===== src/rtl/sec_counter_pkg.sv =====
package sec_counter_pkg;
  localparam int unsigned DIGIT_W    = 4;
  localparam int unsigned UNITS_MOD  = 10;
  localparam int unsigned TENS_MOD   = 6;

  typedef logic [DIGIT_W-1:0] digit_t;

  typedef enum logic {
    DECODE_FULL    = 1'b0,
    DECODE_SETBITS = 1'b1
  } decode_e;
endpackage


===== src/rtl/toggle_stage.sv =====
module toggle_stage (
  input  logic clk_i,
  input  logic rst_i,
  input  logic clr_i,
  input  logic tog_i,
  output logic q_o
);
  logic q_r;
  logic d_w;

  // inverted output fed back to the data input when toggling
  always_comb begin
    if (clr_i)      d_w = 1'b0;
    else if (tog_i) d_w = ~q_r;
    else            d_w = q_r;
  end

  always_ff @(posedge clk_i) begin
    if (rst_i) q_r <= 1'b0;
    else       q_r <= d_w;
  end

  assign q_o = q_r;
endmodule


===== src/rtl/mod_digit.sv =====
module mod_digit
  import sec_counter_pkg::*;
#(
  parameter int unsigned W       = DIGIT_W,
  parameter int unsigned MODULUS = UNITS_MOD,
  parameter decode_e     DECODE  = DECODE_FULL
) (
  input  logic         clk_i,
  input  logic         rst_i,
  input  logic         en_i,
  output logic [W-1:0] q_o,
  output logic         wrap_o
);
  localparam logic [W-1:0] ILLEGAL = W'(MODULUS);

  logic [W-1:0] cur;
  logic [W-1:0] nxt;
  logic [W-1:0] tog;
  logic         hit;
  logic         clr;

  assign nxt = cur + W'(1);

  // first illegal value detected on the incremented value
  generate
    if (DECODE == DECODE_SETBITS) begin : g_setbits
      assign hit = ((nxt & ILLEGAL) == ILLEGAL);
    end else begin : g_full
      assign hit = (nxt == ILLEGAL);
    end
  endgenerate

  assign clr    = en_i & hit;
  assign wrap_o = clr;

  genvar i;
  generate
    for (i = 0; i < W; i++) begin : g_stage
      if (i == 0) begin : g_lsb
        assign tog[i] = en_i;
      end else begin : g_upper
        assign tog[i] = en_i & (&cur[i-1:0]);
      end
      toggle_stage u_stage (
        .clk_i (clk_i),
        .rst_i (rst_i),
        .clr_i (clr),
        .tog_i (tog[i]),
        .q_o   (cur[i])
      );
    end
  endgenerate

  assign q_o = cur;

  // digit stays inside its legal range
  a_r6_digit_in_range: assert property (@(posedge clk_i) disable iff (rst_i)
    cur < ILLEGAL);

  // no enable, no movement
  a_r2_hold_when_idle: assert property (@(posedge clk_i) disable iff (rst_i)
    !en_i |=> $stable(cur));

  // wrap pulse only from the last legal value
  a_r4_wrap_from_top: assert property (@(posedge clk_i) disable iff (rst_i)
    wrap_o |=> (cur == '0));
endmodule


===== src/rtl/sec_counter.sv =====
module sec_counter
  import sec_counter_pkg::*;
(
  input  logic       clk_i,
  input  logic       rst_i,
  input  logic       tick_i,
  output logic [3:0] units_o,
  output logic [3:0] tens_o,
  output logic       wrap_o
);
  logic [DIGIT_W-1:0] units_w;
  logic [DIGIT_W-1:0] tens_w;
  logic               units_carry;
  logic               tens_carry;
  logic               wrap_r;

  mod_digit #(
    .W       (DIGIT_W),
    .MODULUS (UNITS_MOD),
    .DECODE  (DECODE_FULL)
  ) u_units (
    .clk_i  (clk_i),
    .rst_i  (rst_i),
    .en_i   (tick_i),
    .q_o    (units_w),
    .wrap_o (units_carry)
  );

  mod_digit #(
    .W       (DIGIT_W),
    .MODULUS (TENS_MOD),
    .DECODE  (DECODE_SETBITS)
  ) u_tens (
    .clk_i  (clk_i),
    .rst_i  (rst_i),
    .en_i   (units_carry),
    .q_o    (tens_w),
    .wrap_o (tens_carry)
  );

  always_ff @(posedge clk_i) begin
    if (rst_i) wrap_r <= 1'b0;
    else       wrap_r <= tens_carry;
  end

  assign units_o = units_w;
  assign tens_o  = tens_w;
  assign wrap_o  = wrap_r;

  // reset clears everything
  a_r1_reset_clears: assert property (@(posedge clk_i)
    rst_i |=> (units_o == 4'd0 && tens_o == 4'd0 && !wrap_o));

  // plain step of the units digit
  a_r3_units_step: assert property (@(posedge clk_i) disable iff (rst_i)
    (tick_i && units_o != 4'd9) |=>
      (units_o == $past(units_o) + 4'd1 && tens_o == $past(tens_o)));

  // rollover pulse shows 00 and came from 59 with a tick
  a_r5_wrap_shows_zero: assert property (@(posedge clk_i) disable iff (rst_i)
    wrap_o |-> (units_o == 4'd0 && tens_o == 4'd0));

  a_r5_wrap_single: assert property (@(posedge clk_i) disable iff (rst_i)
    wrap_o |=> !wrap_o);

  // tens never presents six or above
  a_r6_tens_below_six: assert property (@(posedge clk_i) disable iff (rst_i)
    tens_o <= 4'd5);
endmodule


===== config.mk =====
export PLATFORM = sky130hd
export DESIGN_NAME = sec_counter
export DESIGN_NICKNAME = d
export VERILOG_FILES = /design/src/rtl/sec_counter_pkg.sv /design/src/rtl/toggle_stage.sv /design/src/rtl/mod_digit.sv /design/src/rtl/sec_counter.sv
export SDC_FILE = /design/constraint.sdc
export NUM_CORES = 1
export LEC_CHECK = 0
export BUFFER_PORTS_ARGS = -buffer_cell sky130_fd_sc_hd__buf_2
export CELL_PAD_IN_SITES_DETAIL_PLACEMENT = 0
export CELL_PAD_IN_SITES_GLOBAL_PLACEMENT = 1
export CORE_AREA = 2 2 39 41
export CTS_BUF_LIST = sky130_fd_sc_hd__clkbuf_8
export DETAILED_ROUTE_END_ITERATION = 16
export DIE_AREA = 0 0 41 43
export PLACE_DENSITY_LB_ADDON = 0.1
export SLEW_MARGIN = 20
export SYNTH_ARGS = -nofsm -noshare
export SYNTH_HDL_FRONTEND = slang
export SYNTH_HIERARCHICAL = 1
export SYNTH_SLANG_ARGS = --single-unit

===== constraint.sdc =====
create_clock -name clk_i -period 2.3 [get_ports clk_i]
set_input_delay 0.46 -clock clk_i [delete_from_list [all_inputs] [get_ports clk_i]]
set_output_delay 0.46 -clock clk_i [all_outputs]
set_load 0.02 [all_outputs]

==> flow_summary.yaml, run 1 <==
status:
  status: "finished, final reports clean"
die:
  core_area_um2: 1384
  pin_count: 12
  dieArea_um2: 1763
  die_w_um: 41
  start_util_pct: 32.55
  rows: 14
  die_h_um: 43
worst_setup_path:
  ff2ff_path_depth: 6
  arrival_ns: 2.03
  path_max_fanout: 9
  crit-reg2reg-launch: "u_units/g_stage[0].u_stage/q_o"
  worstReg2RegEnd: "wrap_o"
  r2r_slack_ns: 0.44
  path_class: "flop to flop"
  cp.required_ns: 2.47
  cp-endpoint: "wrap_o"
  crit_path_end_kind: "flop"
  worstSetupStartpointType: "flop"
  crit_start: "u_units/g_stage[0].u_stage/q_o"
routing:
  wl_per_cell_um: 10.51
  drt_iter0_markers: 0
  ant_nets: 0
  drt_first_pass_iters: 1
  viasPerCell: 4.329
  drc: 0
  wl_um: 736
  num_vias: 303
timing:
  worst_slew_pin_slew_ns: 0.3836
  setup_violations: 0
  slew_violations: 0
  maxSlewHeadroom_pct: 74.43
  finalHoldViolations: 0
  fmax_mhz: 536.2
  skew_ns: 0.002260
  min_period_ns: 1.865
  grt_setup_unrepaired: "false"
  timing.final.crit_share_pct: 81.09
  setup_tns_ns: 0
cells_and_area:
  final_nets: 61
  multi_input_area_um2: 270.3
  post_route_cells_drive_above_1_share_pct: 53.70
  areaGrowthSynthToFinish_pct: 26.67
  n_fill_cell: 136
  stdcell_count: 70
  final_cell_area_um2: 570.5
  seqCellArea_um2: 180.2
  antenna_cells: 0
place:
  placed_cells: 66
  io_buffers: 11
  post_dp_cell_area_um2: 525.5
  dp_hpwl_um: 586.5
  place_congestion: 0.6431
pwr:
  total_leakage_power_uw: 0.0002711
  ir_worst_vdd_v: 0.0002484
  power.total_uw: 361.5
  p_per_area_nw_per_um2: 633.6
global_route:
  grt_first_pass_wirelength_um: 1242
  grt_pass1_vias: 299
  gr-total-overflow: 0
  grt_antenna_before_repair: 0
  grt_max_degree: 10
  grt_usage_pct: 10.58
yosys:
  netlist_instances: 39
  synthDistinctLibCells: 11
  yosysSeqAreaShare_pct: 40.00
  synth.cell_area_um2: 450.4
  synth_area_leader_cell: "dfxtp_1"
  yosysTopAreaCellShare_pct: 40.00
  ys_ff_latch: 9
  synthesis.yosys.warnings: 6
  synth_area_leaders: "dfxtp_1, nor3_2, xnor2_1, ha_1, and2_2"
  syn-num-nets: 45
  avgSynthCellArea_um2: 11.55
cts:
  insertion_delay_ns: 0.22
  clk_path_buf_depth: 2
  cts-resized-gates: 0
  hold_buffers: 0
  clkTransAtPathRegs_ns: 0.04
  cts_tree: "done"
  cts.sinks: 9
  numCtsBuffers: 3
  cts_root_buffer: "clkbuf_8"
  post_cts_buffers: 0
  htree_levels: 1
flow_run:
  maxCapViolCount: 0
hold_path:
  hold_depth: 2
  holdCritPathClass: "flop to flop"
## cell usage after synthesis, drive strengths merged
library cell,n
dfxtp,9
and3,3
nor2,1
and2,6
nor3,8
xnor2,8
ha,3
nor2b,1
## area by class of cell
type | instances | share of cell area [%]
multi-input combinational | 30 | 47.37
sequential | 9 | 31.58
timing repair buffer | 11 | 9.649
clock buffer | 3 | 7.237
tap | 16 | 3.509
clock inverter | 1 | 0.6579
## through the flow
| stage | setup slack [ns] | hold WS (ns) | util, % |
|---|---|---|---|
| after detailed placement | 0.4096 | 0.5530 | 37.97 |
| after global placement | 0.5177 | 0.5355 | 37.97 |
| after global routing | 0.3326 | 0.5804 | 41.23 |
| final | 0.4350 | 0.5508 | 41.23 |
| after CTS | 0.4107 | 0.5634 | 41.23 |
| after floorplan | 0.5018 | 0.5243 | - |
## state kept, by name, indices dropped and copies added (netlist names)
register	count
wrap_o	1
u_units/g_stage.u_stage/q_o	4
u_tens/g_stage.u_stage/q_o	4
## kinds of logic (layout without fill, tap and decap cells)
logic type / count (synthesis) / in the layout / share of synthesized area (%)
AND/OR/NAND/NOR: 19 / 19 / 36.11
flip-flops: 9 / 9 / 40.00
buffers and inverters: 0 / 15 / 0
XOR/XNOR: 8 / 8 / 15.56
adder cells (fa/ha/maj): 3 / 3 / 8.334
## cells in the final DEF (no fill, tap or decap)
cell / n
and2_4: 1
nor2_1: 1
clkbuf_8: 3
inv_1: 1
and2_1: 1
nor3_2: 8
and2_2: 4
ha_1: 3
buf_2: 11
nor2b_4: 1
dfxtp_1: 9
xnor2_1: 8
and3_1: 2
and3_2: 1
## critical path, cell delays in order, from the launching register on
cell and delay (ns):
dfxtp_1 0.34, and2_1 0.17, ha_1 0.26, nor2_1 0.08, and3_1 0.40, and3_1 0.37, nor2b_4 0.18
## routing by layer
metal	vias up	global-route usage (%)	routed length, um
met5	-	0	0
met4	0	4.000	0
met3	0	4.712	34
met2	6	15.94	386
met1	135	12.70	315
li1	162	-	-
## where the power goes
part	switching, uW	internal, uW	leakage, uW	total [uW]
sequential	4.48	160	0.0000729	165
combinational	15.5	11.4	0.000171	26.9
clock	54.2	116	0.0000269	170
## worst min-delay path by stage
| stage | start | endpoint | slack [ns] |
|---|---|---|---|
| floorplan | rst_i | wrap_o | 0.52 |
| global placement | u_tens/g_stage[3].u_stage/q_o | u_tens/g_stage[3].u_stage/q_o | 0.54 |
| detailed placement | u_tens/g_stage[3].u_stage/q_o | u_tens/g_stage[3].u_stage/q_o | 0.55 |
| CTS | tick_i | u_units/g_stage[0].u_stage/q_o | 0.56 |
| global route | u_tens/g_stage[3].u_stage/q_o | u_tens/g_stage[3].u_stage/q_o | 0.58 |
| finish | u_tens/g_stage[3].u_stage/q_o | u_tens/g_stage[3].u_stage/q_o | 0.55 |
(Power assumes the default switching activity.)
==> run 2, diff against run 1 <==
==> constraint.sdc (replaced) <==
create_clock -name clk_i -period 1.9 [get_ports clk_i]
set_input_delay 0.38 -clock clk_i [delete_from_list [all_inputs] [get_ports clk_i]]
set_output_delay 0.38 -clock clk_i [all_outputs]
set_load 0.02 [all_outputs]
==> run 2 against run 1 <==
Utilization increased by 0.54 points. Highest routed layer unchanged. Hold slack got worse by 0.077 ns. Sequential power increased by 21%. Die area unchanged. Clock-buffer cell count unchanged. Cell count increased by 1.4%. Non-clock buffer count increased by 1. Combinational power increased by 24%. Sequential share of layout area decreased by 0.41 points. Clock power increased by 23%. Critical path depth unchanged.
==> flow_summary.yaml, run 2 (synthesis gave the netlist of run 1 again) <==
status:
  status: "finished, final reports clean"
pwr:
  power_frac_clock_pct: 47.2
  power.switching_uw: 93.47
  p_int_uw: 348.2
  ir_worst_vdd_v: 0.0005075
  pwr-share-comb_pct: 7.6
  p_per_area_nw_per_um2: 764.0
  seqPwrFrac_pct: 45.2
  switching_share_pct: 21.17
  total_leakage_power_uw: 0.0002765
timing:
  worst_slew_pin_slew_ns: 0.2704
  finalHoldViolations: 0
  maxSlewHeadroom_pct: 81.97
  min_period_ns: 1.696
  grt_setup_unrepaired: "false"
  fmax_mhz: 589.6
  setup_violations: 0
  slew_violations: 0
  skew_ns: 0.003702
  timing.final.crit_share_pct: 89.26
  setup_tns_ns: 0
die:
  start_util_pct: 32.55
  die_h_um: 43
  core_area_um2: 1384
  die_w_um: 41
  pin_count: 12
  dieArea_um2: 1763
  rows: 14
routing:
  wl_um: 807
  num_vias: 310
  drt_first_pass_iters: 1
  drc: 0
  viasPerCell: 4.366
  wl_per_cell_um: 11.37
  ant_nets: 0
  drt_iter0_markers: 0
global_route:
  grt_antenna_before_repair: 0
  gr-total-overflow: 0
  grt_pass1_vias: 331
  grt_max_degree: 10
  grt_first_pass_wirelength_um: 1442
  grt_usage_pct: 12.80
worst_setup_path:
  crit_family: "simple AND/OR/NAND/NOR gates"
  path_max_fanout: 6
  critPathBufInv: 0
  crit_path_end_kind: "flop"
  cp.required_ns: 2.07
  ff2ff_path_depth: 6
  worstSetupStartpointType: "flop"
  arrival_ns: 1.86
  path_class: "flop to flop"
  worst-path-stages: 6
  path_cells: "and2_1, ha_1, nor2_1, and3_1, and3_1, nor2b_4"
  critPathMaxStageDelay_ns: 0.34
  slowest_stage: "dfxtp_1"
  cpMostUsedCell: "and3_1"
cts:
  hold_buffers: 0
  post_cts_buffers: 0
  clk_path_buf_depth: 2
  cts-resized-gates: 0
  numCtsBuffers: 3
  insertion_delay_ns: 0.23
  cts_root_buffer: "clkbuf_8"
  cts.sinks: 9
  cts_tree: "done"
  htree_levels: 1
  clkTransAtPathRegs_ns: 0.04
flow_run:
  maxCapViolCount: 0
place:
  placed_cells: 67
  dp_hpwl_um: 603.3
  place_congestion: 0.6768
  io_buffers: 11
cells_and_area:
  final_nets: 62
  mostFrequentLayoutCells: "buf_2, dfxtp_1, xnor2_1, nor3_2, and2_2"
  post_route_cells_drive_above_1_share_pct: 54.55
  stdcell_count: 71
  layout.cells.most_common: "buf_2"
  antenna_cells: 0
  areaGrowthSynthToFinish_pct: 28.33
hold_path:
  holdCritPathClass: "input pin to flop"
  hold_depth: 3
-- run 2: cell count changes in the layout (fill, tap and decap cells not counted), sizes merged --
cell / change
buf: +1
-- run 2: path summary, 6_finish.rpt --
kind,start,end,slack [ns]
worst max-delay path,u_units/g_stage[0].u_stage/q_o,wrap_o,0.20
worst min-delay path,tick_i,u_units/g_stage[0].u_stage/q_o,0.47
worst max register to register,u_units/g_stage[0].u_stage/q_o,wrap_o,0.20
worst min register to register,u_tens/g_stage[3].u_stage/q_o,u_tens/g_stage[3].u_stage/q_o,0.55
-- run 2: power groups by stage --
stage	Clock, uW	Sequential, uW	Combinational [uW]
6_report	209	200	33.4
4_1_cts	216	200	34.1
3_5_place_dp	0	203	33.8
5_1_grt	231	200	36.5
3_3_place_gp	0	202	32.7
2_1_floorplan	0	208	14.2
-- run 2: through the flow --
stage	total power [uW]	cell area (um^2)	setup slack (ns)	hold slack (ns)	util, %
final	441.6	578.1	0.2040	0.4733	41.77
after global placement	234.8	533.0	0.2405	0.5291	38.52
after floorplan	221.8	450.4	0.1018	0.4443	-
after detailed placement	236.6	533.0	0.2197	0.5445	38.52
after global routing	467.7	578.1	0.09357	0.4998	41.77
after CTS	450.1	578.1	0.1997	0.4673	41.77
-- run 2: worst register-to-register path: cells and delay by family (launching register included) --
family,cells,cell delay [ns]
AND/OR/NAND/NOR,5,1.03
flip-flops,1,0.34
adder cells (fa/ha/maj),1,0.27
-- run 2: final cells by class --
class / count / area, um^2
Multi-Input combinational cell: 30 / 270.3
Fill cell: 140 / 805.8
Tap cell: 16 / 20.02
Sequential cell: 9 / 180.2
Clock buffer: 3 / 41.29
Timing Repair Buffer: 12 / 62.56
Clock inverter: 1 / 3.754
-- run 2: per-layer routing --
metal / wire (um) / track usage (%)
met4: 0 / 4.000
met2: 406 / 19.38
met1: 347 / 14.33
met3: 53 / 7.853
met5: 0 / 0
==> run 3, diff against run 2 <==
--- a/config.mk
+++ b/config.mk
@@ -5,14 +5,16 @@
 export SDC_FILE = /design/constraint.sdc
 export NUM_CORES = 1
 export LEC_CHECK = 0
-export BUFFER_PORTS_ARGS = -buffer_cell sky130_fd_sc_hd__buf_2
+export ABC_AREA = 1
 export CELL_PAD_IN_SITES_DETAIL_PLACEMENT = 0
 export CELL_PAD_IN_SITES_GLOBAL_PLACEMENT = 1
 export CORE_AREA = 2 2 39 41
 export CTS_BUF_LIST = sky130_fd_sc_hd__clkbuf_8
 export DETAILED_ROUTE_END_ITERATION = 16
 export DIE_AREA = 0 0 41 43
+export DONT_BUFFER_PORTS = 1
 export PLACE_DENSITY_LB_ADDON = 0.1
+export RECOVER_POWER = 100
 export SLEW_MARGIN = 20
 export SYNTH_ARGS = -nofsm -noshare
 export SYNTH_HDL_FRONTEND = slang
==> run 3 against run 2 <==
Clock power rose by 4%. Wire length rose by 14%. Via count rose by 36%. Hold slack got worse by 0.26 ns. Non-clock buffer count fell by 8. Fmax rose by 6.1%. Largest cell class unchanged. First-iteration DRC count rose by 8. Setup slack improved by 0.098 ns. Register-to-register slack improved by 0.098 ns. Global-route usage rose by 0.26 points.
==> flow_summary.yaml, run 3 <==
status:
  status: "finished, final reports clean"
hold_path:
  holdCritPathClass: "input pin to flop"
  hold_depth: 1
  holdCritStartpoint: "rst_i"
yosys:
  synth_common_cells: "nand2_1, nor2_1, inv_1"
  synth_most_common_cell: "nand2_1"
  async_flop_share_pct: 0
  yosysSeqAreaShare_pct: 36.36
  synth_area_leader_cell: "dfxtp_1"
  synth_area_leaders: "dfxtp_1, nand2_1, nor2_1, nor2_2, inv_1"
  ys.flop_type: "dfxtp_1"
  synthDistinctLibCells: 8
  yosysTopAreaCellShare_pct: 36.36
  synth_edf_count: 0
  netlist_instances: 79
  syn-num-nets: 85
  synth.cell_area_um2: 495.5
  synthesis.yosys.warnings: 6
  ys_ff_latch: 9
  avgSynthCellArea_um2: 6.272
die:
  die_w_um: 41
  rows: 14
  core_area_um2: 1384
  dieArea_um2: 1763
  die_h_um: 43
  start_util_pct: 35.80
  pin_count: 12
worst_setup_path:
  ff2ff_path_depth: 10
  crit_path_end_kind: "flop"
  path_cells: "clkbuf_1, nand3_1, nand2_1, nand2_1, inv_1, inv_1, nor2_1, nor2_1, nand2_1, nor2_2"
  path_max_fanout: 5
  r2r_slack_ns: 0.30
  arrival_ns: 1.72
  critPathMaxStageDelay_ns: 0.35
  path_class: "flop to flop"
  crit_start: "u_units/g_stage[1].u_stage/q_o"
  worstSetupStartpointType: "flop"
  crit-reg2reg-launch: "u_units/g_stage[1].u_stage/q_o"
  slowest_stage: "clkbuf_1"
  cpMostUsedCell: "nand2_1"
  cp.required_ns: 2.02
place:
  place_congestion: 0.6494
  placed_cells: 99
  dp_hpwl_um: 679.6
  io_buffers: 0
  post_dp_cell_area_um2: 545.5
  pre_cts_slack_ns: 0.3355
timing:
  timing.final.crit_share_pct: 84.12
  fmax_mhz: 625.7
  slew_violations: 0
  maxSlewHeadroom_pct: 72.13
  setup_tns_ns: 0
  min_period_ns: 1.598
  skew_ns: 0.0003807
  grt_setup_unrepaired: "false"
  worst_slew_pin_slew_ns: 0.4181
  setup_violations: 0
  fin_ws_ns: 0.3018
  finalHoldViolations: 0
cells_and_area:
  areaGrowthSynthToFinish_pct: 17.68
  final_core_util_pct: 42.13
  final_cell_area_um2: 583.1
  n_fill_cell: 158
  mostFrequentLayoutCells: "nand2_1, nor2_1, inv_1"
  layout.cells.most_common: "nand2_1"
  post_route_cells_drive_above_1_share_pct: 17.24
  antenna_cells: 0
  final_nets: 94
  stdcell_count: 103
flow_run:
  maxCapViolCount: 0
cts:
  cts-resized-gates: 0
  htree_levels: 1
  post_cts_buffers: 0
  cts_root_buffer: "clkbuf_8"
  numCtsBuffers: 3
  insertion_delay_ns: 0.23
  cts.sinks: 9
  clk_path_buf_depth: 2
  clkTransAtPathRegs_ns: 0.05
  cts_tree: "done"
  hold_buffers: 0
pwr:
  ir_worst_vdd_v: 0.0002801
  p_per_area_nw_per_um2: 762.7
  total_leakage_power_uw: 0.0003151
routing:
  viasPerCell: 4.087
  drt_iter0_markers: 8
  wl_per_cell_um: 8.913
  wl_um: 918
  drc: 0
  ant_nets: 0
  num_vias: 421
  drt_first_pass_iters: 3
global_route:
  grt_pass1_vias: 341
  grt_usage_pct: 13.07
  grt_first_pass_wirelength_um: 1518
  gr-total-overflow: 0
  grt_max_degree: 10
  grt_antenna_before_repair: 0
-- run 3: stage by stage --
step                hold WS (ns)  power [uW]
finish                    0.2108       444.7
global route              0.1987       468.5
CTS                       0.2057       454.7
detailed placement        0.4496       232.3
global placement          0.4482       232.2
floorplan                 0.4469       223.4
-- run 3: worst paths after layout --
| check | end |
|---|---|
| setup reg to reg | u_tens/g_stage[2].u_stage/q_o |
| hold / removal | wrap_o |
| hold reg to reg | u_tens/g_stage[3].u_stage/q_o |
| setup / recovery | u_tens/g_stage[2].u_stage/q_o |
-- run 3: cell families after synthesis --
| logic type | count (synthesis) | share of synthesized area, % |
|---|---|---|
| flip-flops | 9 | 36.36 |
| adder cells (fa/ha/maj) | 3 | 7.577 |
| AND/OR/NAND/NOR | 55 | 46.97 |
| buffers and inverters | 12 | 9.090 |
-- run 3: layout make-up --
class                           instances  area, um^2  area share [%]
Timing Repair Buffer                    4       22.52           3.863
Tap cell                               16       20.02           3.433
Inverter                               12       45.04           7.725
Clock buffer                            3       41.29           7.082
Clock inverter                          1       3.754          0.6438
Multi-Input combinational cell         58       270.3           46.35
Sequential cell                         9       180.2           30.90
-- run 3: layer usage --
layer	wire length, um	global-route usage, %	up-vias	share of wire [%]
met4	22	10.00	0	2.4
met1	467	16.13	165	51
met3	37	7.330	2	4.0
met5	0	0	-	0
met2	391	15.94	9	43
li1	-	-	245	-
-- run 3: worst max-delay path, delay by kind of cell (launching register included) --
kind | cells | cell delay, ns
buffers and inverters | 3 | 0.46
AND/OR/NAND/NOR | 7 | 0.71
flip-flops | 1 | 0.33
-- run 3: power by group --
| group | total, uW | switching [uW] | internal [uW] |
|---|---|---|---|
| combinational | 32.4 | 21.5 | 10.9 |
| clock | 218 | 76.8 | 141 |
| sequential | 195 | 1.76 | 193 |
